$ cat src/rtl/gpio_edge_bank_pkg.sv
`timescale 1ns/1ps
package gpio_edge_bank_pkg;

    localparam int WORD_W = 32;
    localparam int ADDR_W = 7;

    // register slot = bus_addr[6:3]; bus_addr[2] picks the high word
    localparam logic [3:0] SLOT_DIR   = 4'h0;
    localparam logic [3:0] SLOT_LVL   = 4'h2;
    localparam logic [3:0] SLOT_DRV   = 4'h3;
    localparam logic [3:0] SLOT_IEN   = 4'h8;
    localparam logic [3:0] SLOT_IPOL  = 4'h9;
    localparam logic [3:0] SLOT_IPEND = 4'hA;
    localparam logic [3:0] SLOT_IWAKE = 4'hB;

    // one two-bit lane mask (bit0 low word, bit1 high word) per writable word
    typedef struct packed {
        logic [1:0] dir;
        logic [1:0] drv;
        logic [1:0] ien;
        logic [1:0] ipol;
        logic [1:0] iclr;
        logic [1:0] iwake;
    } wr_lanes_t;

endpackage

$ cat src/rtl/gpio_in_stage.sv
`timescale 1ns/1ps
module gpio_in_stage #(
    parameter int NUM_PINS = 36
) (
    input  logic                clk,
    input  logic                rst_n,
    input  logic [NUM_PINS-1:0] pin_in,
    input  logic [NUM_PINS-1:0] pol,
    output logic [NUM_PINS-1:0] level,
    output logic [NUM_PINS-1:0] edge_hit
);

    typedef struct packed {
        logic [NUM_PINS-1:0] meta;
        logic [NUM_PINS-1:0] sync;
        logic [NUM_PINS-1:0] last;
    } in_state_t;

    in_state_t st_d, st_q;

    always_comb begin
        st_d      = st_q;
        st_d.meta = pin_in;
        st_d.sync = st_q.meta;
        st_d.last = st_q.sync;
        for (int i = 0; i < NUM_PINS; i++) begin
            if (pol[i]) begin
                edge_hit[i] = st_q.last[i] & ~st_q.sync[i];
            end else begin
                edge_hit[i] = st_q.sync[i] & ~st_q.last[i];
            end
        end
    end

    always_ff @(posedge clk or negedge rst_n) begin
        if (!rst_n) begin
            st_q <= '0;
        end else begin
            st_q <= st_d;
        end
    end

    assign level = st_q.sync;

endmodule

$ cat src/rtl/gpio_out_regs.sv
`timescale 1ns/1ps
module gpio_out_regs
    import gpio_edge_bank_pkg::*;
#(
    parameter int NUM_PINS = 36
) (
    input  logic                clk,
    input  logic                rst_n,
    input  logic [1:0]          dir_we,
    input  logic [1:0]          drv_we,
    input  logic [WORD_W-1:0]   wdata,
    output logic [NUM_PINS-1:0] dir_q,
    output logic [NUM_PINS-1:0] drv_q
);

    typedef struct packed {
        logic [NUM_PINS-1:0] dir;
        logic [NUM_PINS-1:0] drv;
    } out_state_t;

    out_state_t st_d, st_q;

    always_comb begin
        st_d = st_q;
        for (int i = 0; i < NUM_PINS; i++) begin
            if (dir_we[i / WORD_W]) begin
                st_d.dir[i] = wdata[i % WORD_W];
            end
            if (drv_we[i / WORD_W]) begin
                st_d.drv[i] = wdata[i % WORD_W];
            end
        end
    end

    always_ff @(posedge clk or negedge rst_n) begin
        if (!rst_n) begin
            st_q <= '0;
        end else begin
            st_q <= st_d;
        end
    end

    assign dir_q = st_q.dir;
    assign drv_q = st_q.drv;

endmodule

$ cat src/rtl/gpio_irq_regs.sv
`timescale 1ns/1ps
module gpio_irq_regs
    import gpio_edge_bank_pkg::*;
#(
    parameter int NUM_PINS = 36
) (
    input  logic                clk,
    input  logic                rst_n,
    input  logic [1:0]          ien_we,
    input  logic [1:0]          ipol_we,
    input  logic [1:0]          iclr_we,
    input  logic [1:0]          iwake_we,
    input  logic [WORD_W-1:0]   wdata,
    input  logic [NUM_PINS-1:0] edge_hit,
    output logic [NUM_PINS-1:0] ien_q,
    output logic [NUM_PINS-1:0] ipol_q,
    output logic [NUM_PINS-1:0] ipend_q,
    output logic [NUM_PINS-1:0] iwake_q,
    output logic                irq,
    output logic                wake
);

    typedef struct packed {
        logic [NUM_PINS-1:0] en;
        logic [NUM_PINS-1:0] pol;
        logic [NUM_PINS-1:0] pend;
        logic [NUM_PINS-1:0] wk;
    } irq_state_t;

    irq_state_t st_d, st_q;

    always_comb begin
        st_d = st_q;
        for (int i = 0; i < NUM_PINS; i++) begin
            if (ien_we[i / WORD_W]) begin
                st_d.en[i] = wdata[i % WORD_W];
            end
            if (ipol_we[i / WORD_W]) begin
                st_d.pol[i] = wdata[i % WORD_W];
            end
            if (iwake_we[i / WORD_W]) begin
                st_d.wk[i] = wdata[i % WORD_W];
            end
            // a clearing write loses to an edge in the same cycle
            if (iclr_we[i / WORD_W] && wdata[i % WORD_W]) begin
                st_d.pend[i] = 1'b0;
            end
            if (edge_hit[i]) begin
                st_d.pend[i] = 1'b1;
            end
        end
    end

    always_ff @(posedge clk or negedge rst_n) begin
        if (!rst_n) begin
            st_q <= '0;
        end else begin
            st_q <= st_d;
        end
    end

    assign ien_q   = st_q.en;
    assign ipol_q  = st_q.pol;
    assign ipend_q = st_q.pend;
    assign iwake_q = st_q.wk;
    assign irq     = |(st_q.pend & st_q.en);
    assign wake    = |(st_q.pend & st_q.wk);

endmodule

$ cat src/rtl/gpio_edge_bank.sv
`timescale 1ns/1ps
module gpio_edge_bank
    import gpio_edge_bank_pkg::*;
#(
    parameter int NUM_PINS = 36
) (
    input  logic                clk,
    input  logic                rst_n,
    input  logic [ADDR_W-1:0]   bus_addr,
    input  logic                bus_wr,
    input  logic [WORD_W-1:0]   bus_wdata,
    output logic [WORD_W-1:0]   bus_rdata,
    input  logic [NUM_PINS-1:0] pin_in,
    output logic [NUM_PINS-1:0] pin_out,
    output logic [NUM_PINS-1:0] pin_oe,
    output logic                irq,
    output logic                wake
);

    localparam int BANK_W = 2 * WORD_W;

    logic [3:0]          slot;
    logic                hi_word;
    logic [1:0]          lanes;
    wr_lanes_t           wl;
    logic                unused_addr_bits;

    logic [NUM_PINS-1:0] level;
    logic [NUM_PINS-1:0] edge_hit;
    logic [NUM_PINS-1:0] ien_q;
    logic [NUM_PINS-1:0] ipol_q;
    logic [NUM_PINS-1:0] ipend_q;
    logic [NUM_PINS-1:0] iwake_q;
    logic [BANK_W-1:0]   rd_wide;

    function automatic logic [BANK_W-1:0] widen(input logic [NUM_PINS-1:0] v);
        logic [BANK_W-1:0] w;
        w = '0;
        w[NUM_PINS-1:0] = v;
        return w;
    endfunction

    assign slot             = bus_addr[6:3];
    assign hi_word          = bus_addr[2];
    assign lanes            = hi_word ? 2'b10 : 2'b01;
    assign unused_addr_bits = ^bus_addr[1:0];

    always_comb begin
        wl = '0;
        if (bus_wr) begin
            case (slot)
                SLOT_DIR:   wl.dir   = lanes;
                SLOT_DRV:   wl.drv   = lanes;
                SLOT_IEN:   wl.ien   = lanes;
                SLOT_IPOL:  wl.ipol  = lanes;
                SLOT_IPEND: wl.iclr  = lanes;
                SLOT_IWAKE: wl.iwake = lanes;
                default:    wl       = '0;
            endcase
        end
    end

    always_comb begin
        case (slot)
            SLOT_DIR:   rd_wide = widen(pin_oe);
            SLOT_LVL:   rd_wide = widen(level);
            SLOT_DRV:   rd_wide = widen(pin_out);
            SLOT_IEN:   rd_wide = widen(ien_q);
            SLOT_IPOL:  rd_wide = widen(ipol_q);
            SLOT_IPEND: rd_wide = widen(ipend_q);
            SLOT_IWAKE: rd_wide = widen(iwake_q);
            default:    rd_wide = '0;
        endcase
        bus_rdata = hi_word ? rd_wide[BANK_W-1:WORD_W] : rd_wide[WORD_W-1:0];
    end

    gpio_in_stage #(.NUM_PINS(NUM_PINS)) in_i (
        .clk      (clk),
        .rst_n    (rst_n),
        .pin_in   (pin_in),
        .pol      (ipol_q),
        .level    (level),
        .edge_hit (edge_hit)
    );

    gpio_out_regs #(.NUM_PINS(NUM_PINS)) out_i (
        .clk    (clk),
        .rst_n  (rst_n),
        .dir_we (wl.dir),
        .drv_we (wl.drv),
        .wdata  (bus_wdata),
        .dir_q  (pin_oe),
        .drv_q  (pin_out)
    );

    gpio_irq_regs #(.NUM_PINS(NUM_PINS)) irq_i (
        .clk      (clk),
        .rst_n    (rst_n),
        .ien_we   (wl.ien),
        .ipol_we  (wl.ipol),
        .iclr_we  (wl.iclr),
        .iwake_we (wl.iwake),
        .wdata    (bus_wdata),
        .edge_hit (edge_hit),
        .ien_q    (ien_q),
        .ipol_q   (ipol_q),
        .ipend_q  (ipend_q),
        .iwake_q  (iwake_q),
        .irq      (irq),
        .wake     (wake)
    );

endmodule

$ cat config.mk
export PLATFORM = sky130hd
export DESIGN_NAME = gpio_edge_bank
export DESIGN_NICKNAME = d
export VERILOG_FILES = /design/src/rtl/gpio_edge_bank_pkg.sv /design/src/rtl/gpio_in_stage.sv /design/src/rtl/gpio_out_regs.sv /design/src/rtl/gpio_irq_regs.sv /design/src/rtl/gpio_edge_bank.sv
export SDC_FILE = /design/constraint.sdc
export NUM_CORES = 1
export LEC_CHECK = 0
export ABC_AREA = 1
export CAP_MARGIN = 20
export CORE_MARGIN = 2
export CORE_UTILIZATION = 40
export CTS_CLUSTER_SIZE = 24
export DETAILED_ROUTE_END_ITERATION = 16
export DONT_BUFFER_PORTS = 1
export GPL_TIMING_DRIVEN = 0
export PLACE_DENSITY = 0.65
export SLEW_MARGIN = 25
export SYNTH_ARGS = -nofsm -noshare
export SYNTH_HDL_FRONTEND = slang
export SYNTH_SLANG_ARGS = --single-unit
$ cat constraint.sdc
create_clock -name clk -period 1.2 [get_ports clk]
set_input_delay 0.12 -clock clk [delete_from_list [all_inputs] [get_ports clk]]
set_output_delay 0.12 -clock clk [all_outputs]
set_load 0.1 [all_outputs]
==> run_results.csv, run 1 <==
group,metric,value,unit
sta,finalSetupViolations,109,
critical_path,cp-start-kind,"register",
die,die_h,190.5,um
critical_path,critical_path.top_delay_family,"compound AO/OA/AOI/OAI gates",
route,routedWlPerCell,21.67,um
synthesis,syn_avg_cell_area,8.404,sq um
synthesis,ys.warnings.count,0,
outcome,status,"finished, violations left",
sta,setup_ws,-0.9930,ns
die,die_area,36280,sq um
power_and_ir_drop,peakVddDrop,1.493,mV
synthesis,syn-cell-area,13910,sq um
critical_path,crit_arrival,2.07,ns
sta,skew,0.01222,ns
critical_path,cp.required,1.08,ns
synthesis,synth_cell_type_count,21,
critical_path,reg2reg_to,"out_i.dir_q[26]$_DFFE_PN0P_",
synthesis,synth_top_flop_cell,"dfrtp_1",
die,io_pins,184,
route,vias,12420,
route,drt_iter0_markers,1335,
critical_path,critPathBufInv,1,
synthesis,synthesis.nets,1733,
synthesis,synth_top_area_share,58.29,%
synthesis,ys_top_cells_by_area,"dfrtp_1, nand2_1, nand3_1, o21ai_1, o21ai_0",
die,die_x,190.5,um
global_routing,grt_pass1_wl,73.61,mm
synthesis,synth_edf_count,0,
placement,dp.cells,2110,
sta,timing.fmax,456.0,MHz
global_routing,grt_pass1_vias,12040,
global_routing,antenna_found_initial,0,
cells_and_area,antenna_cells,0,
clocking,cts-root-buf,"clkbuf_16",
placement,place_area,15330,sq um
route,wirelength,48.82,mm
flow_run,drv_cap,0,
global_routing,grt_max_degree,325,
clocking,cts_buffer_depth,3,
sta,fin_crit_sh,182.7,%
sta,slew_viol_final,0,
critical_path,cp_cell_sequence,"inv_2, o21ai_2, nor2_2, a21oi_4",
route,detail-route-antenna-nets,0,
synthesis,netlist_instances,1655,
sta,relSlewSlack,21.48,%
cells_and_area,syn2layout_area_growth,27.09,%
synthesis,synth_seq_cells,324,
clocking,cts_tree,"yes",
sta,period_needed,2.193,ns
synthesis,yosys.area.top_type,"dfrtp_1",
clocking,cts_hold_buf,69,
placement,gp_congestion,0.8963,
cells_and_area,final_nets,1847,
synthesis,synthArstFlopShare,100.0,%
critical_path,reg2reg_from,"out_i.dir_q[26]$_DFFE_PN0P_",
critical_path,cp_slowest_stage_delay,0.64,ns
synthesis,seq_area_frac_synth,58.29,%
clocking,htreeDepth,2,
route,drc,0,
critical_path,ff2ff_path_depth,2,
die,core,34370,sq um
placement,place_ws,-0.9201,ns
critical_path,slowest_stage,"dfrtp_4",
cells_and_area,multiInputGateArea,5853,sq um
cells_and_area,n_fill_cell,3174,
critical_path,crit_path_end_kind,"output port",
power_and_ir_drop,p_per_area,1852,nW/um^2
synthesis,ys_top_cells_by_count,"nand2_1, dfrtp_1, nand3_1, nor2_1, o21ai_1",
sta,whs,-0.6972,ns
sta,tightest_slew,1.178,ns
critical_path,cp_max_fo,3,
die,rows,68,
global_routing,grt_usage,27.06,%
worst_hold_path,hold_class,"primary input to asynchronous set/reset pin",
power_and_ir_drop,p_leak,7.834,nW
cells_and_area,fin_area,17680,sq um
synthesis,post-synth-top-count-cell,"nand2_1",
critical_path,path_class,"register to output port",
cells_and_area,fin_util,51.42,%
placement,portBuffers,0,
placement,dp_hpwl,31.96,mm
clocking,clk_pin_slew,0.06,ns
global_routing,grt_overflow,0,
sta,setup_tns,-36.49,ns
cells_and_area,layout.area.seq,8381,sq um
cells_and_area,fin_cells,2253,
clocking,cts_made_buffers,37,
clocking,clock_latency,0.54,ns
route,viasPerCell,5.511,
die,start_util,40.46,%
sta,rsz0062_at_grt,"yes",
sta,hold_viol_final,324,
route,firstDrtPassIters,7,
critical_path,ff2ff_setup_slack,0.21,ns
clocking,clkSinkCount,324,
outcome,violations,"hold timing, setup timing",
cells_and_area,drive_gt1_share,22.86,%
registers in the layout, indices dropped and copies added, names as in the netlist:
signal,count
out_i.dir_q,36
in_i.level,36
out_i.drv_q,36
in_i.st_d,36
irq_i.ipend_q,36
in_i.st_q,36
irq_i.ien_q,36
irq_i.ipol_q,36
irq_i.iwake_q,36
what timing repair did:
action,4_1_cts,5_1_grt
setup endpoints to repair,110,189
gates resized for setup,51,119
gates cloned,0,0
hold endpoints to repair,537,324
buffers inserted,2,4
pin swaps,61,59
cell usage in the layout, fill, tap and decap left out, types with 2 or more instances in the layout:
cell type,instances
nor2_4,8
o21ai_0,115
nand3b_1,23
clkinv_2,2
buf_2,25
buf_1,2
dfrtp_2,2
inv_1,104
dfrtp_1,250
or3_1,6
clkinvlp_4,2
buf_4,16
dlygate4sd3_1,69
clkbuf_1,25
bufinv_16,2
clkbuf_8,7
nand2_1,395
clkbuf_16,39
nand4_1,5
nand3_1,146
a21oi_1,2
inv_2,30
clkbuf_2,32
nand3_2,39
o21ai_1,132
a21oi_2,2
nor2_2,37
nand2_2,43
nor2_1,112
o21ai_2,15
a21oi_4,28
nand2_8,5
dfrtp_4,72
how the worst max path moves through the flow:
stage	end	slack [ns]	cells after the start	from
2_1_floorplan	bus_rdata[18]	-0.35	4	out_i.drv_q[18]$_DFFE_PN0P_
3_3_place_gp	bus_rdata[15]	-0.91	6	bus_addr[6]
3_5_place_dp	bus_rdata[17]	-0.92	6	bus_addr[6]
4_1_cts	bus_rdata[23]	-1.01	4	out_i.drv_q[23]$_DFFE_PN0P_
5_1_grt	bus_rdata[31]	-1.06	4	out_i.drv_q[31]$_DFFE_PN0P_
6_report	bus_rdata[31]	-0.99	4	out_i.drv_q[31]$_DFFE_PN0P_
worst register-to-register path, cell delays in order, from the launching register on:
cell,delay [ns]
dfrtp_4,0.62
nand2_1,0.13
o21ai_0,0.10
kinds of logic after synthesis:
group	after synthesis	share of synthesized area (%)
AND/OR/NAND/NOR	823	25.01
buffers and inverters	214	6.117
AO/OA/AOI/OAI	294	10.58
flip-flops	324	58.29
layer usage:
| metal | track usage, % | share of wire, % | vias up |
|---|---|---|---|
| met4 | 9.541 | 3.0 | 0 |
| met3 | 5.815 | 9.3 | 99 |
| li1 | - | - | 5590 |
| met2 | 43.36 | 47 | 600 |
| met1 | 36.38 | 41 | 6128 |
| met5 | 0 | 0 | - |
per-stage QoR:
stage | hold slack, ns | total power [mW]
2_1_floorplan | -0.1756 | 19.74
3_3_place_gp | -0.1645 | 20.82
3_5_place_dp | -0.1556 | 20.97
4_1_cts | -0.7218 | 32.64
5_1_grt | -0.7204 | 33.93
6_report | -0.6972 | 32.74
area by class of cell:
class | instances | area share (%)
sequential | 324 | 47.41
buffer | 79 | 2.293
timing repair buffer | 75 | 4.162
clock buffer | 61 | 6.385
clock inverter | 7 | 0.5309
tap | 455 | 3.221
inverter | 135 | 2.881
multi-input combinational | 1117 | 33.11
report_power, final:
part           internal (mW)  total, mW  switching [mW]
Sequential              12.5       17.3            4.71
Combinational           1.34       4.04            2.69
Clock                   6.86       11.4            4.58
Total                   20.8       32.7            12.0
Note: power is estimated with default switching activity, not from simulation.
==> run 2, diff against run 1 <==
--- a/config.mk
+++ b/config.mk
@@ -12,8 +12,8 @@
 export CTS_CLUSTER_SIZE = 24
 export DETAILED_ROUTE_END_ITERATION = 16
 export DONT_BUFFER_PORTS = 1
-export GPL_TIMING_DRIVEN = 0
 export PLACE_DENSITY = 0.65
+export REMOVE_ABC_BUFFERS = 1
 export SLEW_MARGIN = 25
 export SYNTH_ARGS = -nofsm -noshare
 export SYNTH_HDL_FRONTEND = slang
==> run_results.csv, run 2 (same netlist as run 1, synthesis figures left out) <==
group,metric,value,unit
critical_path,crit_arrival,1.86,ns
power_and_ir_drop,clockPowerShare,32.1,%
route,drc,0,
sta,skew,0.01290,ns
cells_and_area,fin_cells,2451,
critical_path,cp_slowest_stage_delay,0.40,ns
critical_path,reg2reg_to,"irq_i.ipend_q[22]$_DFFE_PN0P_",
die,die_x,190.5,um
route,firstDrtPassIters,6,
outcome,violations,"hold timing, setup timing",
clocking,clk_pin_slew,0.06,ns
route,vias,12780,
global_routing,grt_pass1_vias,12890,
sta,whs,-0.7134,ns
critical_path,ff2ff_setup_slack,0.18,ns
power_and_ir_drop,p_int,23.32,mW
die,die_area,36280,sq um
sta,rsz0062_at_grt,"yes",
critical_path,cp.required,1.08,ns
die,core,34370,sq um
placement,dp_hpwl,29.18,mm
die,start_util,40.46,%
power_and_ir_drop,power_frac_seq,37.5,%
power_and_ir_drop,peakVddDrop,1.383,mV
global_routing,grt_max_degree,325,
power_and_ir_drop,p_leak,9.621,nW
sta,hold_viol_final,324,
sta,period_needed,1.977,ns
critical_path,cp_max_fo,3,
placement,portBuffers,0,
critical_path,slowest_stage,"dfrtp_1",
critical_path,cp-start-kind,"register",
cells_and_area,final_nets,2051,
sta,timing.fmax,505.8,MHz
placement,dp.cells,2305,
critical_path,crit_path_end_kind,"output port",
power_and_ir_drop,switching_power,12.25,mW
critical_path,critPathLaunch,"irq_i.ipend_q[19]$_DFFE_PN0P_",
critical_path,critical_path.top_delay_family,"simple AND/OR/NAND/NOR gates",
die,die_h,190.5,um
route,detail-route-antenna-nets,0,
flow_run,drv_cap,0,
cells_and_area,syn2layout_area_growth,49.06,%
clocking,cts_tree,"yes",
worst_hold_path,hold_class,"primary input to asynchronous set/reset pin",
power_and_ir_drop,p_comb_share,30.3,%
sta,fin_crit_sh,164.8,%
sta,slew_viol_final,0,
cells_and_area,final_common_cell,"nand2_1",
placement,gp_congestion,0.8833,
global_routing,antenna_found_initial,0,
clocking,clock_latency,0.53,ns
sta,relSlewSlack,18.74,%
clocking,cts_buffer_depth,3,
global_routing,grt_usage,25.49,%
global_routing,grt_pass1_wl,71.97,mm
die,rows,68,
cells_and_area,antenna_cells,0,
outcome,status,"finished, violations left",
clocking,htreeDepth,2,
power_and_ir_drop,swShare,34.44,%
cells_and_area,mostFrequentLayoutCells,"nand2_1, dfrtp_1, nand3_1",
critical_path,critPathMostFrequentCell,"nand2_2",
critical_path,critPathBufInv,1,
critical_path,path_class,"register to output port",
critical_path,reg2reg_from,"irq_i.ipol_q[22]$_DFFE_PN0P_",
sta,finalSetupViolations,106,
power_and_ir_drop,p_per_area,1715,nW/um^2
route,viasPerCell,5.213,
route,routedWlPerCell,18.70,um
cells_and_area,n_fill_cell,2773,
critical_path,cp_cell_sequence,"nand2_1, o21ai_0, a21oi_1, nand2_2, nor2_2, nand2_2, buf_12",
clocking,cts-root-buf,"clkbuf_16",
cells_and_area,drive_gt1_share,26.75,%
sta,setup_ws,-0.7771,ns
die,io_pins,184,
power_and_ir_drop,p_total,35.56,mW
clocking,cts_hold_buf,69,
sta,tightest_slew,1.219,ns
clocking,cts_made_buffers,37,
clocking,clkSinkCount,324,
route,drt_iter0_markers,1098,
critical_path,ff2ff_path_depth,3,
global_routing,grt_overflow,0,
route,wirelength,45.83,mm
[run 2: changes by cell type in the layout (fill, tap and decap cells not counted), moves of 10 or more]
cell	before	now
buf_12	0	132
buf_4	16	107
dfrtp_1	250	324
dfrtp_4	72	0
buf_6	0	50
clkbuf_2	32	0
buf_2	25	0
a21oi_2	2	25
a21oi_4	28	5
clkbuf_1	25	11
inv_1	104	114
inv_2	30	20
nand2_1	395	405
[run 2: cell type report]
type / instances / area, sq um / area share [%]
flip-flops and latches: 324 / 8108 / 39.11
multi-input cells: 1117 / 5639 / 27.20
repair buffers: 358 / 4700 / 22.67
clock buffers: 55 / 1064 / 5.130
well taps: 455 / 569.3 / 2.746
inverters: 135 / 509.2 / 2.456
clock inverters: 7 / 142.6 / 0.6880
[run 2: worst max path at each step]
| stage | end | slack (ns) | depth (start not counted) |
|---|---|---|---|
| after floorplan | bus_rdata[13] | -3.13 | 7 |
| after global routing | irq | -0.83 | 8 |
| after detailed placement | irq_i.ipend_q[27]$_DFFE_PN0P_ | -0.36 | 9 |
| final | irq | -0.78 | 7 |
| after global placement | irq_i.ipend_q[35]$_DFFE_PN0P_ | -0.39 | 9 |
| after CTS | irq | -0.78 | 8 |
[run 2: metrics by stage]
step	hold slack (ns)	util, %	setup slack, ns	TNS, ns	instance area [sq um]
5_1_grt	-0.7289	60.31	-0.8260	-26.80	20730
2_1_floorplan	-0.1756	-	-3.125	-455.03	13560
4_1_cts	-0.7267	58.53	-0.7783	-23.29	20120
3_5_place_dp	-0.1667	49.66	-0.3647	-35.92	17070
6_report	-0.7134	60.31	-0.7771	-22.06	20730
3_3_place_gp	-0.1656	49.66	-0.3906	-31.15	17070
[run 2: power by group through the flow]
| stage | sequential (mW) | combinational, mW | clock [mW] |
|---|---|---|---|
| 2_1_floorplan | 16.6 | 2.47 | 0 |
| 3_3_place_gp | 13.2 | 8.72 | 0 |
| 3_5_place_dp | 13.2 | 8.84 | 0 |
| 4_1_cts | 13.3 | 10.4 | 11.6 |
| 5_1_grt | 13.5 | 11.4 | 12.1 |
| 6_report | 13.3 | 10.8 | 11.4 |
[run 2: repair_timing]
action / in CTS / in global routing
resized for setup: 299 / 141
setup endpoints to repair: 106 / 107
pin swaps: 65 / 90
setup buffers: 3 / 25
hold endpoints to repair: 541 / 324
[run 2: metal layers]
metal  track usage, %  share of wire, %
met1            34.59                43
met2            41.19                47
met3            5.300               6.8
met4            7.752               2.7
met5                0                 0
==> run 3, diff against run 2 <==
--- a/config.mk
+++ b/config.mk
@@ -12,7 +12,7 @@
 export CTS_CLUSTER_SIZE = 24
 export DETAILED_ROUTE_END_ITERATION = 16
 export DONT_BUFFER_PORTS = 1
-export PLACE_DENSITY = 0.65
+export PLACE_DENSITY = 0.67
 export REMOVE_ABC_BUFFERS = 1
 export SLEW_MARGIN = 25
 export SYNTH_ARGS = -nofsm -noshare
==> constraint.sdc (replaced) <==
create_clock -name clk -period 1.6 [get_ports clk]
set_input_delay 0.16 -clock clk [delete_from_list [all_inputs] [get_ports clk]]
set_output_delay 0.16 -clock clk [all_outputs]
set_load 0.1 [all_outputs]
==> run_results.csv, run 3 (same netlist as run 1, synthesis figures left out) <==
group,metric,value,unit
sta,period_needed,2.023,ns
die,start_util,40.46,%
route,drc,0,
critical_path,path_class,"register to output port",
critical_path,cp_cell_sequence,"buf_6, nand2_2, nand4_1, nor2_2, nand3_2, buf_12",
cells_and_area,final_common_cell,"nand2_1",
route,firstDrtPassIters,7,
global_routing,grt_pass1_wl,65.96,mm
global_routing,antenna_found_initial,1,
sta,timing.fmax,494.3,MHz
clocking,clkSinkCount,324,
power_and_ir_drop,peakVddDrop,0.9849,mV
critical_path,crit_arrival,1.86,ns
route,vias,12330,
sta,fin_crit_sh,126.5,%
die,rows,68,
sta,setup_ws,-0.4232,ns
critical_path,slowest_stage,"dfrtp_1",
clocking,clock_latency,0.53,ns
sta,skew,0.01306,ns
sta,tightest_slew,0.6993,ns
route,drt_iter0_markers,1173,
critical_path,cp_max_fo,3,
cells_and_area,fin_util,54.35,%
critical_path,critical_path.top_delay_family,"simple AND/OR/NAND/NOR gates",
placement,gp_congestion,0.8491,
sta,hold_viol_final,324,
sta,whs,-0.6621,ns
die,die_h,190.5,um
cells_and_area,drive_gt1_share,20.09,%
die,core,34370,sq um
critical_path,cp.required,1.44,ns
worst_hold_path,hold_class,"primary input to asynchronous set/reset pin",
critical_path,critPathBufInv,2,
global_routing,grt_usage,23.49,%
die,die_area,36280,sq um
sta,rsz0062_at_grt,"yes",
critical_path,cp_slowest_stage_delay,0.39,ns
sta,slew_viol_final,0,
global_routing,grt_pass1_vias,11950,
sta,setup_tns,-4.901,ns
critical_path,cp-start-kind,"register",
critical_path,ff2ff_setup_slack,0.55,ns
flow_run,drv_cap,0,
placement,portBuffers,0,
route,detail-route-antenna-nets,0,
clocking,cts_made_buffers,37,
sta,finalSetupViolations,34,
power_and_ir_drop,p_per_area,1357,nW/um^2
die,io_pins,184,
clocking,clk_pin_slew,0.06,ns
route,viasPerCell,5.210,
clocking,cts_hold_buf,65,
clocking,cts_buffer_depth,3,
placement,dp_hpwl,27.23,mm
cells_and_area,syn2layout_area_growth,34.32,%
sta,relSlewSlack,53.38,%
outcome,violations,"hold timing, setup timing",
outcome,status,"finished, violations left",
cells_and_area,final_nets,1961,
route,wirelength,42.24,mm
clocking,cts-root-buf,"clkbuf_16",
clocking,htreeDepth,2,
power_and_ir_drop,p_leak,8.835,nW
die,die_x,190.5,um
route,routedWlPerCell,17.85,um
critical_path,crit_path_end_kind,"output port",
global_routing,grt_overflow,0,
cells_and_area,mostFrequentLayoutCells,"nand2_1, dfrtp_1, nand3_1",
global_routing,grt_max_degree,325,
clocking,cts_tree,"yes",
[run 3: changes by cell type in the layout (fill, tap and decap cells not counted), sizes merged]
cell         previous run  this run
inv                   137       136
diode                   0         1
clkinvlp                0         1
clkbuf                 55        51
clkinv                  1         9
bufinv                  4         5
dlygate4sd3            69        65
buf                   289       203
[run 3: layer usage]
| metal | wire (um) | GRT usage [%] | share of wire [%] | vias up |
|---|---|---|---|---|
| met2 | 19830 | 37.85 | 47 | 438 |
| met3 | 2723 | 3.938 | 6.4 | 69 |
| met4 | 1073 | 7.096 | 2.5 | 0 |
| li1 | - | - | - | 5833 |
| met5 | 0 | 0 | 0 | - |
| met1 | 18610 | 32.62 | 44 | 5992 |
[run 3: worst paths after layout]
check                                              endpoint  cells after the start                    startpoint
worst max register to register  out_i.dir_q[18]$_DFFE_PN0P_                      4   out_i.dir_q[18]$_DFFE_PN0P_
max in group asynchronous           in_i.level[0]$_DFF_PN0_                      0                         rst_n
min in group clk                 irq_i.ien_q[3]$_DFFE_PN0P_                      2                  bus_wdata[3]
worst min register to register     in_i.level[12]$_DFF_PN0_                      0       in_i.st_d[48]$_DFF_PN0_
worst min-delay path                in_i.st_q[10]$_DFF_PN0_                      0                         rst_n
worst max-delay path                                   wake                      6  irq_i.ipend_q[3]$_DFFE_PN0P_
[run 3: cell type report]
cell class,instances,area [sq um]
fillers,3028,15690
flip-flops and latches,324,8109
multi-input cells,1117,5258
repair buffers,268,2924
clock buffers,51,1091
well taps,455,569.3
inverters,135,509.2
clock inverters,16,219.0
diodes,1,2.502
[run 3: stage by stage]
step	std cells	setup WS (ns)	instance area [sq um]	hold slack, ns	power, mW
floorplan	1576	-2.805	13560	-0.1356	14.27
global placement	2202	-0.003417	16250	-0.1259	15.94
detailed placement	2202	-0.01384	16250	-0.1258	16.04
CTS	2349	-0.4226	18450	-0.6807	25.39
global route	2367	-0.4865	18680	-0.6797	26.36
finish	2367	-0.4232	18680	-0.6621	25.35
[run 3: where the power goes]
part | internal (mW) | switching, mW | total, mW
logic | 1.74 | 4.68 | 6.42
clock network | 5.59 | 3.42 | 9.01
registers | 9.21 | 0.708 | 9.91
total | 16.5 | 8.81 | 25.3
[run 3: repair_timing]
action	CTS	global route
buffers inserted	17	19
hold endpoints to repair	526	324
pin swaps	72	59
gates resized for setup	54	39
endpoints found under the setup margin	34	34
